## src/rtl/smt_sb_pkg.sv

```systemverilog
package smt_sb_pkg;
  localparam int unsigned SB_NTHR = 2;

  typedef enum logic {
    SB_SHARED = 1'b0,
    SB_SPLIT  = 1'b1
  } sb_mode_e;
endpackage

```

## src/rtl/sb_age_matrix.sv

```systemverilog
// Relative age of every pair of slots: bit [i*DEPTH+j] set means slot i
// was allocated before slot j. At most one slot is allocated per cycle.
module sb_age_matrix #(
  parameter int unsigned DEPTH = 8
) (
  input  logic                     clk,
  input  logic                     rst_n,
  input  logic [DEPTH-1:0]         alloc_oh,
  output logic [DEPTH*DEPTH-1:0]   older_o
);
  logic [DEPTH*DEPTH-1:0] mat_q, mat_n;

  always_comb begin
    mat_n = mat_q;
    for (int i = 0; i < DEPTH; i++) begin
      if (alloc_oh[i]) begin
        for (int j = 0; j < DEPTH; j++) begin
          mat_n[i*DEPTH+j] = 1'b0;
          if (j != i) mat_n[j*DEPTH+i] = 1'b1;
        end
      end
    end
  end

  always_ff @(posedge clk or negedge rst_n) begin
    if (!rst_n) mat_q <= '0;
    else        mat_q <= mat_n;
  end

  assign older_o = mat_q;
endmodule

```

## src/rtl/sb_pick.sv

```systemverilog
// Selects the oldest (or youngest) candidate slot from the age matrix.
module sb_pick #(
  parameter int unsigned DEPTH    = 8,
  parameter bit          YOUNGEST = 1'b0
) (
  input  logic [DEPTH-1:0]       cand_i,
  input  logic [DEPTH*DEPTH-1:0] older_i,
  output logic [DEPTH-1:0]       pick_o
);
  logic [DEPTH-1:0] beaten;

  for (genvar i = 0; i < DEPTH; i++) begin : g_slot
    always_comb begin
      beaten[i] = 1'b0;
      for (int j = 0; j < DEPTH; j++) begin
        if (YOUNGEST) beaten[i] = beaten[i] | (cand_i[j] & older_i[i*DEPTH+j]);
        else          beaten[i] = beaten[i] | (cand_i[j] & older_i[j*DEPTH+i]);
      end
    end
    assign pick_o[i] = cand_i[i] & ~beaten[i];
  end
endmodule

```

## src/rtl/sb_slot_alloc.sv

```systemverilog
// Per-thread free-slot search and full flags, for both pool arrangements.
module sb_slot_alloc
  import smt_sb_pkg::*;
#(
  parameter int unsigned DEPTH = 8
) (
  input  logic                 mode_split,
  input  logic [DEPTH-1:0]     vld_i,
  input  logic                 req_i,
  input  logic                 req_tid,
  output logic [SB_NTHR-1:0]   full_o,
  output logic [DEPTH-1:0]     slot_o
);
  localparam int unsigned HALF = DEPTH / SB_NTHR;

  sb_mode_e mode;
  logic [DEPTH-1:0] free_t [SB_NTHR];
  logic [DEPTH-1:0] free_sel;

  assign mode = sb_mode_e'(mode_split);

  for (genvar t = 0; t < SB_NTHR; t++) begin : g_thr
    for (genvar i = 0; i < DEPTH; i++) begin : g_slot
      assign free_t[t][i] = ~vld_i[i] & ((mode == SB_SHARED) || (i / HALF == t));
    end
    assign full_o[t] = ~|free_t[t];
  end

  assign free_sel = free_t[req_tid];

  always_comb begin
    logic found;
    found  = 1'b0;
    slot_o = '0;
    for (int i = 0; i < DEPTH; i++) begin
      if (!found && free_sel[i]) begin
        slot_o[i] = req_i;
        found     = 1'b1;
      end
    end
  end
endmodule

```

## src/rtl/smt_stbuf.sv

```systemverilog
module smt_stbuf
  import smt_sb_pkg::*;
#(
  parameter int unsigned DEPTH  = 8,
  parameter int unsigned ADDR_W = 16,
  parameter int unsigned DATA_W = 32
) (
  input  logic              clk,
  input  logic              rst_n,
  input  logic              mode_split,
  input  logic              alc_vld,
  input  logic              alc_tid,
  input  logic [ADDR_W-1:0] alc_addr,
  input  logic [DATA_W-1:0] alc_data,
  input  logic [DATA_W/8-1:0] alc_be,
  output logic [1:0]        full,
  input  logic [1:0]        ret_vld,
  input  logic [1:0]        flush,
  input  logic              ld_vld,
  input  logic              ld_tid,
  input  logic [ADDR_W-1:0] ld_addr,
  input  logic [DATA_W/8-1:0] ld_be,
  output logic              ld_hit,
  output logic              ld_stall,
  output logic [DATA_W-1:0] ld_data,
  input  logic              cm_rdy,
  output logic              cm_vld,
  output logic              cm_tid,
  output logic [ADDR_W-1:0] cm_addr,
  output logic [DATA_W-1:0] cm_data,
  output logic [DATA_W/8-1:0] cm_be,
  input  logic [1:0]        bar_req,
  output logic [1:0]        bar_stall
);
  localparam int unsigned BE_W = DATA_W / 8;
  localparam int unsigned HALF = DEPTH / SB_NTHR;

  // control state and payload
  logic [DEPTH-1:0]  vld_q, vld_n, ret_q, ret_n;
  logic              tid_q  [DEPTH];
  logic [ADDR_W-1:0] addr_q [DEPTH];
  logic [DATA_W-1:0] data_q [DEPTH];
  logic [BE_W-1:0]   be_q   [DEPTH];

  logic [DEPTH*DEPTH-1:0] older;
  logic [DEPTH-1:0] own_m   [SB_NTHR];
  logic [DEPTH-1:0] unret_m [SB_NTHR];
  logic [DEPTH-1:0] ret_oh  [SB_NTHR];
  logic [DEPTH-1:0] slot_oh, old_oh, cm_oh, match, fw_oh;
  logic             alc_go, fw_any, fw_cover, fw_tid, fw_ret;
  logic [BE_W-1:0]  fw_be;
  logic [DATA_W-1:0] fw_data;

  assign alc_go = alc_vld & ~full[alc_tid] & ~flush[alc_tid];

  sb_slot_alloc #(.DEPTH(DEPTH)) u_alloc (
    .mode_split (mode_split),
    .vld_i      (vld_q),
    .req_i      (alc_go),
    .req_tid    (alc_tid),
    .full_o     (full),
    .slot_o     (slot_oh)
  );

  sb_age_matrix #(.DEPTH(DEPTH)) u_age (
    .clk      (clk),
    .rst_n    (rst_n),
    .alloc_oh (slot_oh),
    .older_o  (older)
  );

  // per-thread views, retire selection and barrier
  for (genvar t = 0; t < SB_NTHR; t++) begin : g_thr
    for (genvar i = 0; i < DEPTH; i++) begin : g_own
      assign own_m[t][i] = vld_q[i] & (tid_q[i] == 1'(t));
    end
    assign unret_m[t] = own_m[t] & ~ret_q;

    sb_pick #(.DEPTH(DEPTH), .YOUNGEST(1'b0)) u_ret_pick (
      .cand_i  (unret_m[t]),
      .older_i (older),
      .pick_o  (ret_oh[t])
    );

    assign bar_stall[t] = bar_req[t] & |(own_m[t] & ret_q);
  end

  // commit: oldest live entry, offered only once retired
  sb_pick #(.DEPTH(DEPTH), .YOUNGEST(1'b0)) u_cm_pick (
    .cand_i  (vld_q),
    .older_i (older),
    .pick_o  (old_oh)
  );

  assign cm_oh  = old_oh & ret_q;
  assign cm_vld = |cm_oh;

  always_comb begin
    cm_tid  = 1'b0;
    cm_addr = '0;
    cm_data = '0;
    cm_be   = '0;
    for (int i = 0; i < DEPTH; i++) begin
      if (cm_oh[i]) begin
        cm_tid  = cm_tid  | tid_q[i];
        cm_addr = cm_addr | addr_q[i];
        cm_data = cm_data | data_q[i];
        cm_be   = cm_be   | be_q[i];
      end
    end
  end

  // load lookup: own entries always, sibling entries only when retired in shared mode
  always_comb begin
    for (int i = 0; i < DEPTH; i++) begin
      match[i] = vld_q[i] & ld_vld & (addr_q[i] == ld_addr) & (|(be_q[i] & ld_be)) &
                 ((tid_q[i] == ld_tid) | (ret_q[i] & ~mode_split));
    end
  end

  sb_pick #(.DEPTH(DEPTH), .YOUNGEST(1'b1)) u_fw_pick (
    .cand_i  (match),
    .older_i (older),
    .pick_o  (fw_oh)
  );

  always_comb begin
    fw_tid  = 1'b0;
    fw_ret  = 1'b0;
    fw_be   = '0;
    fw_data = '0;
    for (int i = 0; i < DEPTH; i++) begin
      if (fw_oh[i]) begin
        fw_tid  = fw_tid  | tid_q[i];
        fw_ret  = fw_ret  | ret_q[i];
        fw_be   = fw_be   | be_q[i];
        fw_data = fw_data | data_q[i];
      end
    end
  end

  assign fw_any   = |fw_oh;
  assign fw_cover = ((fw_be & ld_be) == ld_be);
  assign ld_hit   = fw_any & fw_cover;
  assign ld_stall = fw_any & ~fw_cover;
  assign ld_data  = ld_hit ? fw_data : '0;

  // next state
  always_comb begin
    vld_n = vld_q;
    ret_n = ret_q;
    if (cm_vld && cm_rdy) begin
      vld_n = vld_n & ~cm_oh;
      ret_n = ret_n & ~cm_oh;
    end
    for (int t = 0; t < SB_NTHR; t++) begin
      if (flush[t])        vld_n = vld_n & ~unret_m[t];
      else if (ret_vld[t]) ret_n = ret_n | ret_oh[t];
    end
    if (alc_go) begin
      vld_n = vld_n | slot_oh;
      ret_n = ret_n & ~slot_oh;
    end
  end

  always_ff @(posedge clk or negedge rst_n) begin
    if (!rst_n) begin
      vld_q <= '0;
      ret_q <= '0;
    end else begin
      vld_q <= vld_n;
      ret_q <= ret_n;
    end
  end

  for (genvar i = 0; i < DEPTH; i++) begin : g_pay
    always_ff @(posedge clk) begin
      if (slot_oh[i]) begin
        tid_q[i]  <= alc_tid;
        addr_q[i] <= alc_addr;
        data_q[i] <= alc_data;
        be_q[i]   <= alc_be;
      end
    end
  end

  // assertions
  a_r6_commit_hold: assert property (@(posedge clk) disable iff (!rst_n)
    cm_vld && !cm_rdy |=> cm_vld && $stable(cm_addr) && $stable(cm_data) && $stable(cm_tid));

  a_r5_sibling_retired: assert property (@(posedge clk) disable iff (!rst_n)
    (ld_hit || ld_stall) && (fw_tid != ld_tid) |-> fw_ret);

  a_r11_no_cross: assert property (@(posedge clk) disable iff (!rst_n)
    mode_split && (ld_hit || ld_stall) |-> fw_tid == ld_tid);

  for (genvar t = 0; t < SB_NTHR; t++) begin : g_chk_thr
    a_r8_flush_clears: assert property (@(posedge clk) disable iff (!rst_n)
      flush[t] |=> unret_m[t] == '0);
  end

  for (genvar i = 0; i < DEPTH; i++) begin : g_chk_slot
    a_r11_half_owner: assert property (@(posedge clk) disable iff (!rst_n)
      mode_split && vld_q[i] |-> tid_q[i] == 1'(i / HALF));
  end
endmodule

```

## config.mk

```make
export PLATFORM = sky130hd
export DESIGN_NAME = smt_stbuf
export DESIGN_NICKNAME = d
export VERILOG_FILES = /design/src/rtl/smt_sb_pkg.sv /design/src/rtl/sb_age_matrix.sv /design/src/rtl/sb_pick.sv /design/src/rtl/sb_slot_alloc.sv /design/src/rtl/smt_stbuf.sv
export SDC_FILE = /design/constraint.sdc
export NUM_CORES = 1
export LEC_CHECK = 0
export CAP_MARGIN = 15
export CORE_ASPECT_RATIO = 1.25
export CORE_UTILIZATION = 34
export CTS_BUF_LIST = sky130_fd_sc_hd__clkbuf_4 sky130_fd_sc_hd__clkbuf_8
export DETAILED_ROUTE_END_ITERATION = 12
export GPL_TIMING_DRIVEN = 0
export PLACE_DENSITY_LB_ADDON = 0.1
export SLEW_MARGIN = 20
export SYNTH_ARGS = -nofsm -noshare
export SYNTH_HDL_FRONTEND = slang
export SYNTH_SLANG_ARGS = --single-unit
```

## constraint.sdc

```tcl
create_clock -name clk -period 8 [get_ports clk]
set_input_delay 2 -clock clk [delete_from_list [all_inputs] [get_ports clk]]
set_output_delay 2 -clock clk [all_outputs]
set_load 0.03 [all_outputs]
```

**Word level (Yosys, flattened, before mapping)**

Memories as Yosys holds them, arrays and structs flattened.
Index checks and enable logic that the tools add are counted.

- Eq/ne operators: 17
- Reductions and logical operators: 87
- $lt $le $gt $ge: 2
- Multiplexer cells: 223
- Bitwise gates (word level): 648

Operators with widths:

| kind | count |
|---|---|
| 2-to-1 mux 32 bit | 24 |
| OR 32 bit | 14 |
| bitwise AND 1 bit | 326 |
| 2-to-1 mux 16 bit | 15 |
| OR reduction 32 bit | 7 |
| OR 1 bit | 207 |
| 2-to-1 mux 8 bit | 20 |
| equality test 16 bit | 8 |
| 2-to-1 mux 1 bit | 112 |
| OR 16 bit | 7 |
| OR reduction 16 bit | 7 |
| 2-to-1 mux 4 bit | 23 |
| 2-to-1 mux 3 bit | 28 |
| bitwise AND 8 bit | 10 |
| OR reduction 4 bit | 15 |
| OR 4 bit | 14 |
| nonzero test 2 bit | 28 |
| NOT 1 bit | 52 |
| OR reduction 8 bit | 6 |
| NOT 8 bit | 5 |
| bitwise AND 4 bit | 9 |
| OR 8 bit | 3 |
| logical NOT 1 bit | 9 |
| 2-to-1 mux 9 bit | 1 |
| other kinds (7) | 27 |

- Output and inout bits: 92
- Logic and storage cells: 1011
- RAM bits: 424
- Memories kept: 4
- Bits of input ports: 86
- Bits in registers: 72

Memory list:

| memory | depth | width | rd ports | clocked after memory_dff | wr ports | line | RTL |
|---|---|---|---|---|---|---|---|
| data_q | 8 | 32 | 8 | 0 | 1 | smt_stbuf.sv:42 | `logic [DATA_W-1:0] data_q [DEPTH];` |
| addr_q | 8 | 16 | 8 | 0 | 1 | smt_stbuf.sv:41 | `logic [ADDR_W-1:0] addr_q [DEPTH];` |
| be_q | 8 | 4 | 8 | 0 | 1 | smt_stbuf.sv:43 | `logic [BE_W-1:0] be_q [DEPTH];` |
| tid_q | 8 | 1 | 8 | 0 | 1 | smt_stbuf.sv:40 | `logic tid_q [DEPTH];` |

**Longest topological paths before layout**

Gate-level depths: netlist (run 1).
An unclocked memory read counts as a cell.

- Depth in word-level cells: 33
- Mapped depth: 13
- Depth with buffers taken out: 10

**Hierarchy**

Synthesis (run 1) repeated with hierarchy kept, for this count alone.

- Cells, all modules: 1801
- Area, all modules: 23271.1 sq um

Modules (own cells, without submodules):

| module | area each (sq um) | seq. area each (sq um) | cells an instance | instances |
|---|---|---|---|---|
| smt_stbuf | 19506.2 | 13132.6 | 1360 | 1 |
| sb_age_matrix | 2001.9 | 1401.3 | 164 | 1 |
| sb_pick | 406.6 | 0.0 | 64 | 4 |
| sb_slot_alloc | 136.4 | 0.0 | 21 | 1 |

**Worst setup path after synthesis (run 1)**

No wires, ideal clock.

- Path kind: input to output
- Start: input ld_addr[0]
- End: output ld_data[1]
- Data required time: 6000 ps
- Arrival: 5050 ps
- Slack: 950 ps
- Path buffers: 3
- Stages on the path: 10
- Cell sequence: buf_2 xor2_1 nor3_1 and3_1 o311ai_1 nor4_4 buf_2 clkbuf_1 a22oi_1 a311oi_1

- Word-level cells in the longest chain between the ends: 32
- Elaborated cells between the ends (all ways): 187
- Those cells by class: 9 x eq/ne; 17 x mux; 160 x bitwise; 1 x reduce/logical

RTL lines:

| item | line | RTL |
|---|---|---|
| start: declaration | smt_stbuf.sv:21 | `input logic [ADDR_W-1:0] ld_addr,` |
| equality test 16 bit | smt_stbuf.sv:116 | `match[i] = vld_q[i] & ld_vld & (addr_q[i] == ld_addr) & (\|(be_q[i] & ld_be)) &` |
| bitwise AND 1 bit (3 in series) | smt_stbuf.sv:116 |  |
| bitwise AND 1 bit | sb_pick.sv:16 | `if (YOUNGEST) beaten[i] = beaten[i] \| (cand_i[j] & older_i[i*DEPTH+j]);` |
| OR 1 bit (6 in series) | sb_pick.sv:16 |  |
| NOT 1 bit | sb_pick.sv:20 | `assign pick_o[i] = cand_i[i] & ~beaten[i];` |
| bitwise AND 1 bit | sb_pick.sv:20 |  |
| 2-to-1 mux 4 bit | smt_stbuf.sv:133 | `if (fw_oh[i]) begin` |
| OR 4 bit | smt_stbuf.sv:136 | `fw_be = fw_be \| be_q[i];` |
| [9 not listed] | n/a |  |
| OR 4 bit | smt_stbuf.sv:136 |  |
| 2-to-1 mux 4 bit | smt_stbuf.sv:133 |  |
| OR 4 bit | smt_stbuf.sv:136 |  |
| 2-to-1 mux 4 bit | smt_stbuf.sv:133 |  |
| bitwise AND 4 bit | smt_stbuf.sv:143 | `assign fw_cover = ((fw_be & ld_be) == ld_be);` |
| equality test 4 bit | smt_stbuf.sv:143 |  |
| bitwise AND 1 bit | smt_stbuf.sv:144 | `assign ld_hit = fw_any & fw_cover;` |
| 2-to-1 mux 32 bit (*) | smt_stbuf.sv:146 | `assign ld_data = ld_hit ? fw_data : '0;` |
| end: declaration | smt_stbuf.sv:25 | `output logic [DATA_W-1:0] ld_data,` |

Every way passes the cells marked *; elsewhere a longest branch is shown, timed or not.

**Worst setup path after layout (run 1)**

- Start: input ld_addr[7]
- End: output ld_data[21]

The elaborated chain is that of the path after synthesis.

==> impl_metrics.csv, run 1 <==
group,metric,value,unit
cells_and_area,final_area,29000,um^2
die,die_area,70300,um^2
die,num_rows,107,
cells_and_area,final_nets,2165,
die,die_h,296,um
cells_and_area,mostFrequentLayoutCells,"edfxtp_1 (424), a22oi_1 (236), nand3_1 (125)",
pwr,power_density,220,nW/um^2
logic_synthesis,syn_area,23500,um^2
logic_synthesis,synth_edf_count,424,
clocking,cts_sinks,496,
die,start_util,0.345,
timing,post-route-min-period,7950,ps
timing,fin_ws,49.9,ps
clocking,cts.reportedPaths.clkPinSlew,60,ps
route,drt_iter0_drc,2298,
clocking,cts_tree,"yes",
place,dp_slack,-2080,ps
die,core_area,68300,um^2
clocking,clock_latency,730,ps
cells_and_area,fin_util,0.425,
die,die_w,237,um
route,firstDrtPassIters,6,
worst_setup_path,crit_required,6000,ps
worst_setup_path,path_max_fanout,10,
logic_synthesis,ys_seq_area_frac,0.618,
global_route,grt_use_total,0.307,
outcome,outcome,"complete, no violations",
logic_synthesis,synth_cell_types,61,
clocking,h-tree-depth,3,
clocking,clockBufferDepth,3,
timing,slew_viol_final,0,
worst_setup_path,crit_chain,"buf_2 -> xnor2_1 -> nand3_1 -> or3_1 -> o32ai_1 -> nor4_4 -> buf_4 -> buf_4 -> a22oi_1 -> nand3_1 -> o22ai_4 -> buf_4 -> buf_6 -> a311oi_2 -> clkdlybuf4s15_1",
cells_and_area,finalNonFillerCells,3023,
logic_synthesis,synth_warnings,0,
route,wirelength,109000,um
timing,hold_slack,602,ps
pwr,power.total,6.38,mW
worst_setup_path,slowest_delay,590,ps
timing,skew,54.8,ps
logic_synthesis,synth_cells,1783,
place,dpl_cell_area,26700,um^2
worst_setup_path,crit_slowest_cell,"o32ai_1",
timing,timing.fmax,126,MHz
worst_setup_path,crit_arrival,5950,ps
place,globalplace.congestion,0.965,
pwr,irDropWorstVdd,0.108,mV
clocking,cts_hold_buf,0,
cells_and_area,syn_to_final_growth,23.3,%
route,drtAntennaViolNets,0,
timing,hold_viol,0,
worst_setup_path,start_kind,"input port",
global_route,antenna_found_initial,7,
timing,grt_setup_unrepaired,"false",
global_route,grt_pass1_wl,150000,um
logic_synthesis,ys_ff_latch,496,
run,cap_violations,0,
timing,relSlewSlack,0.151,
worst_setup_path,critPathCaptureType,"primary output",
global_route,grt_pass1_vias,19203,
cells_and_area,drive_gt1_frac,0.174,
place,dp_hpwl,73300,um
place,port-buffer-count,153,
route,route.detailed.drc,0,
clocking,cts_buffers,86,
logic_synthesis,synthArstFlopShare,0.145,
route,vias_per_cell,6.38,
place,place_inst,2831,
pwr,p_leak,9.60,nW
timing,worst_slew_pin_slew,1270,ps
route,post_drt_wl_per_cell,36.1,um
cells_and_area,layout_commonest_cell,"edfxtp_1",
timing,timing.final.crit_share,0.994,
worst_setup_path,cpMostUsedCell,"buf_4",
logic_synthesis,avgSynthCellArea,13.2,um^2
worst_setup_path,critPathKind,"input port to primary output",
global_route,grt_max_degree,49,
clocking,clockRootBuffer,"clkbuf_8",
global_route,grt-ovfl-total,0,
die,boundaryPins,178,
timing,fin_setup_tns,0,ps
logic_synthesis,synth_ff_type,"edfxtp_1",
logic_synthesis,syn_nets,1869,
route,via_count,19294,
timing,finalSetupViolations,0,
min_path,hold_path.class,"register to register",
-- layer usage --
metal | track usage | wire, um
met5 | 0 | 52
met1 | 0.362 | 40700
met2 | 0.524 | 53200
met4 | 0.170 | 6290
met3 | 0.0638 | 8990
-- worst max-delay path, delay by kind of cell --
| family | cells | cell delay (ps) |
|---|---|---|
| buf+inv | 6 | 1370 |
| compound gates | 4 | 1180 |
| xor+xnor | 1 | 450 |
| simple gates | 4 | 930 |
-- registers in the layout (all words and copies together) (netlist names) --
name	count
data_q	256
ret_q	8
tid_q	8
be_q	32
vld_q	8
u_age.older_o	56
addr_q	128
-- cell families after synthesis --
kind of cell	Yosys count	synth area share
AO/OA/AOI/OAI	587	0.208
flip-flops	496	0.618
AND/OR/NAND/NOR	381	0.0874
XOR/XNOR	135	0.0502
multiplexers	8	0.00340
buffers and inverters	176	0.0329
-- power breakdown --
group	leakage [nW]	internal (mW)	switching, mW	total (mW)
registers	4.72	2.91	0.131	3.05
clock network	0.949	1.37	1.13	2.50
logic	3.93	0.273	0.570	0.843
total	9.60	4.56	1.83	6.38
-- timing repair --
item,4_1_cts,5_1_grt
hold endpoints to repair,0,0
setup endpoints to repair,34,33
pin swaps,10,1
setup buffers,33,0
resized for setup,93,8
-- cell usage after synthesis (all sizes together), types with 16 or more instances --
| master | n | area share |
|---|---|---|
| nor2 | 16 | 0.0026 |
| a22oi | 236 | 0.075 |
| nor4 | 27 | 0.010 |
| nor3 | 16 | 0.0034 |
| xor2 | 110 | 0.041 |
| a311oi | 32 | 0.020 |
| clkbuf | 97 | 0.016 |
| xnor2 | 25 | 0.0093 |
| nand4 | 21 | 0.0056 |
| a221oi | 108 | 0.040 |
| buf | 51 | 0.013 |
| o32ai | 23 | 0.0092 |
| nand2 | 122 | 0.019 |
| o21a | 16 | 0.0051 |
| a22o | 92 | 0.034 |
| dfrtp | 72 | 0.077 |
| inv | 24 | 0.0038 |
| nand3 | 125 | 0.027 |
| edfxtp | 424 | 0.54 |
-- final timing paths --
check | from | to | slack, ps | cells after the start
max reg2reg | vld_q[2]$_DFF_PN0_ | data_q[1][42]$_DFFE_PP_ | 3890 | 12
max | ld_addr[7] | ld_data[21] | 50 | 15
min | u_age.older_o[53]$_DFFE_PN0P_ | u_age.older_o[53]$_DFFE_PN0P_ | 600 | 1
min in group asynchronous | rst_n | ret_q[2]$_DFF_PN0_ | 1220 | 1
max in group asynchronous | rst_n | ret_q[4]$_DFF_PN0_ | 6180 | 2
min reg2reg | u_age.older_o[53]$_DFFE_PN0P_ | u_age.older_o[53]$_DFFE_PN0P_ | 600 | 1
-- layout make-up --
| cell class | instances | area [um^2] |
|---|---|---|
| Sequential cell | 496 | 14500 |
| Tap cell | 872 | 1090 |
| Clock buffer | 115 | 1430 |
| Buffer | 147 | 723 |
| Antenna cell | 3 | 7.51 |
| Multi-Input combinational cell | 1111 | 8560 |
| Clock inverter | 42 | 374 |
| Fill cell | 6420 | 39300 |
| Inverter | 28 | 133 |
| Timing Repair Buffer | 209 | 2150 |
(Power assumes the default switching activity.)
==> run 2, diff against run 1 <==
--- a/config.mk
+++ b/config.mk
@@ -9,6 +9,7 @@
 export CORE_ASPECT_RATIO = 1.25
 export CORE_UTILIZATION = 34
 export CTS_BUF_LIST = sky130_fd_sc_hd__clkbuf_4 sky130_fd_sc_hd__clkbuf_8
+export CTS_CLUSTER_SIZE = 28
 export DETAILED_ROUTE_END_ITERATION = 12
 export GPL_TIMING_DRIVEN = 0
 export PLACE_DENSITY_LB_ADDON = 0.1
==> results of run 2 <==
Same layout as run 1: the final DEF is identical, and so are final timing and power.
==> run 3, diff against run 2 <==
--- a/config.mk
+++ b/config.mk
@@ -5,6 +5,7 @@
 export SDC_FILE = /design/constraint.sdc
 export NUM_CORES = 1
 export LEC_CHECK = 0
+export ABC_CLOCK_PERIOD_IN_PS = 8000
 export CAP_MARGIN = 15
 export CORE_ASPECT_RATIO = 1.25
 export CORE_UTILIZATION = 34
@@ -12,6 +13,7 @@
 export CTS_CLUSTER_SIZE = 28
 export DETAILED_ROUTE_END_ITERATION = 12
 export GPL_TIMING_DRIVEN = 0
+export HOLD_SLACK_MARGIN = 0.02
 export PLACE_DENSITY_LB_ADDON = 0.1
 export SLEW_MARGIN = 20
 export SYNTH_ARGS = -nofsm -noshare
==> results of run 3 <==
Same layout as run 1: the final DEF is identical, and so are final timing and power.
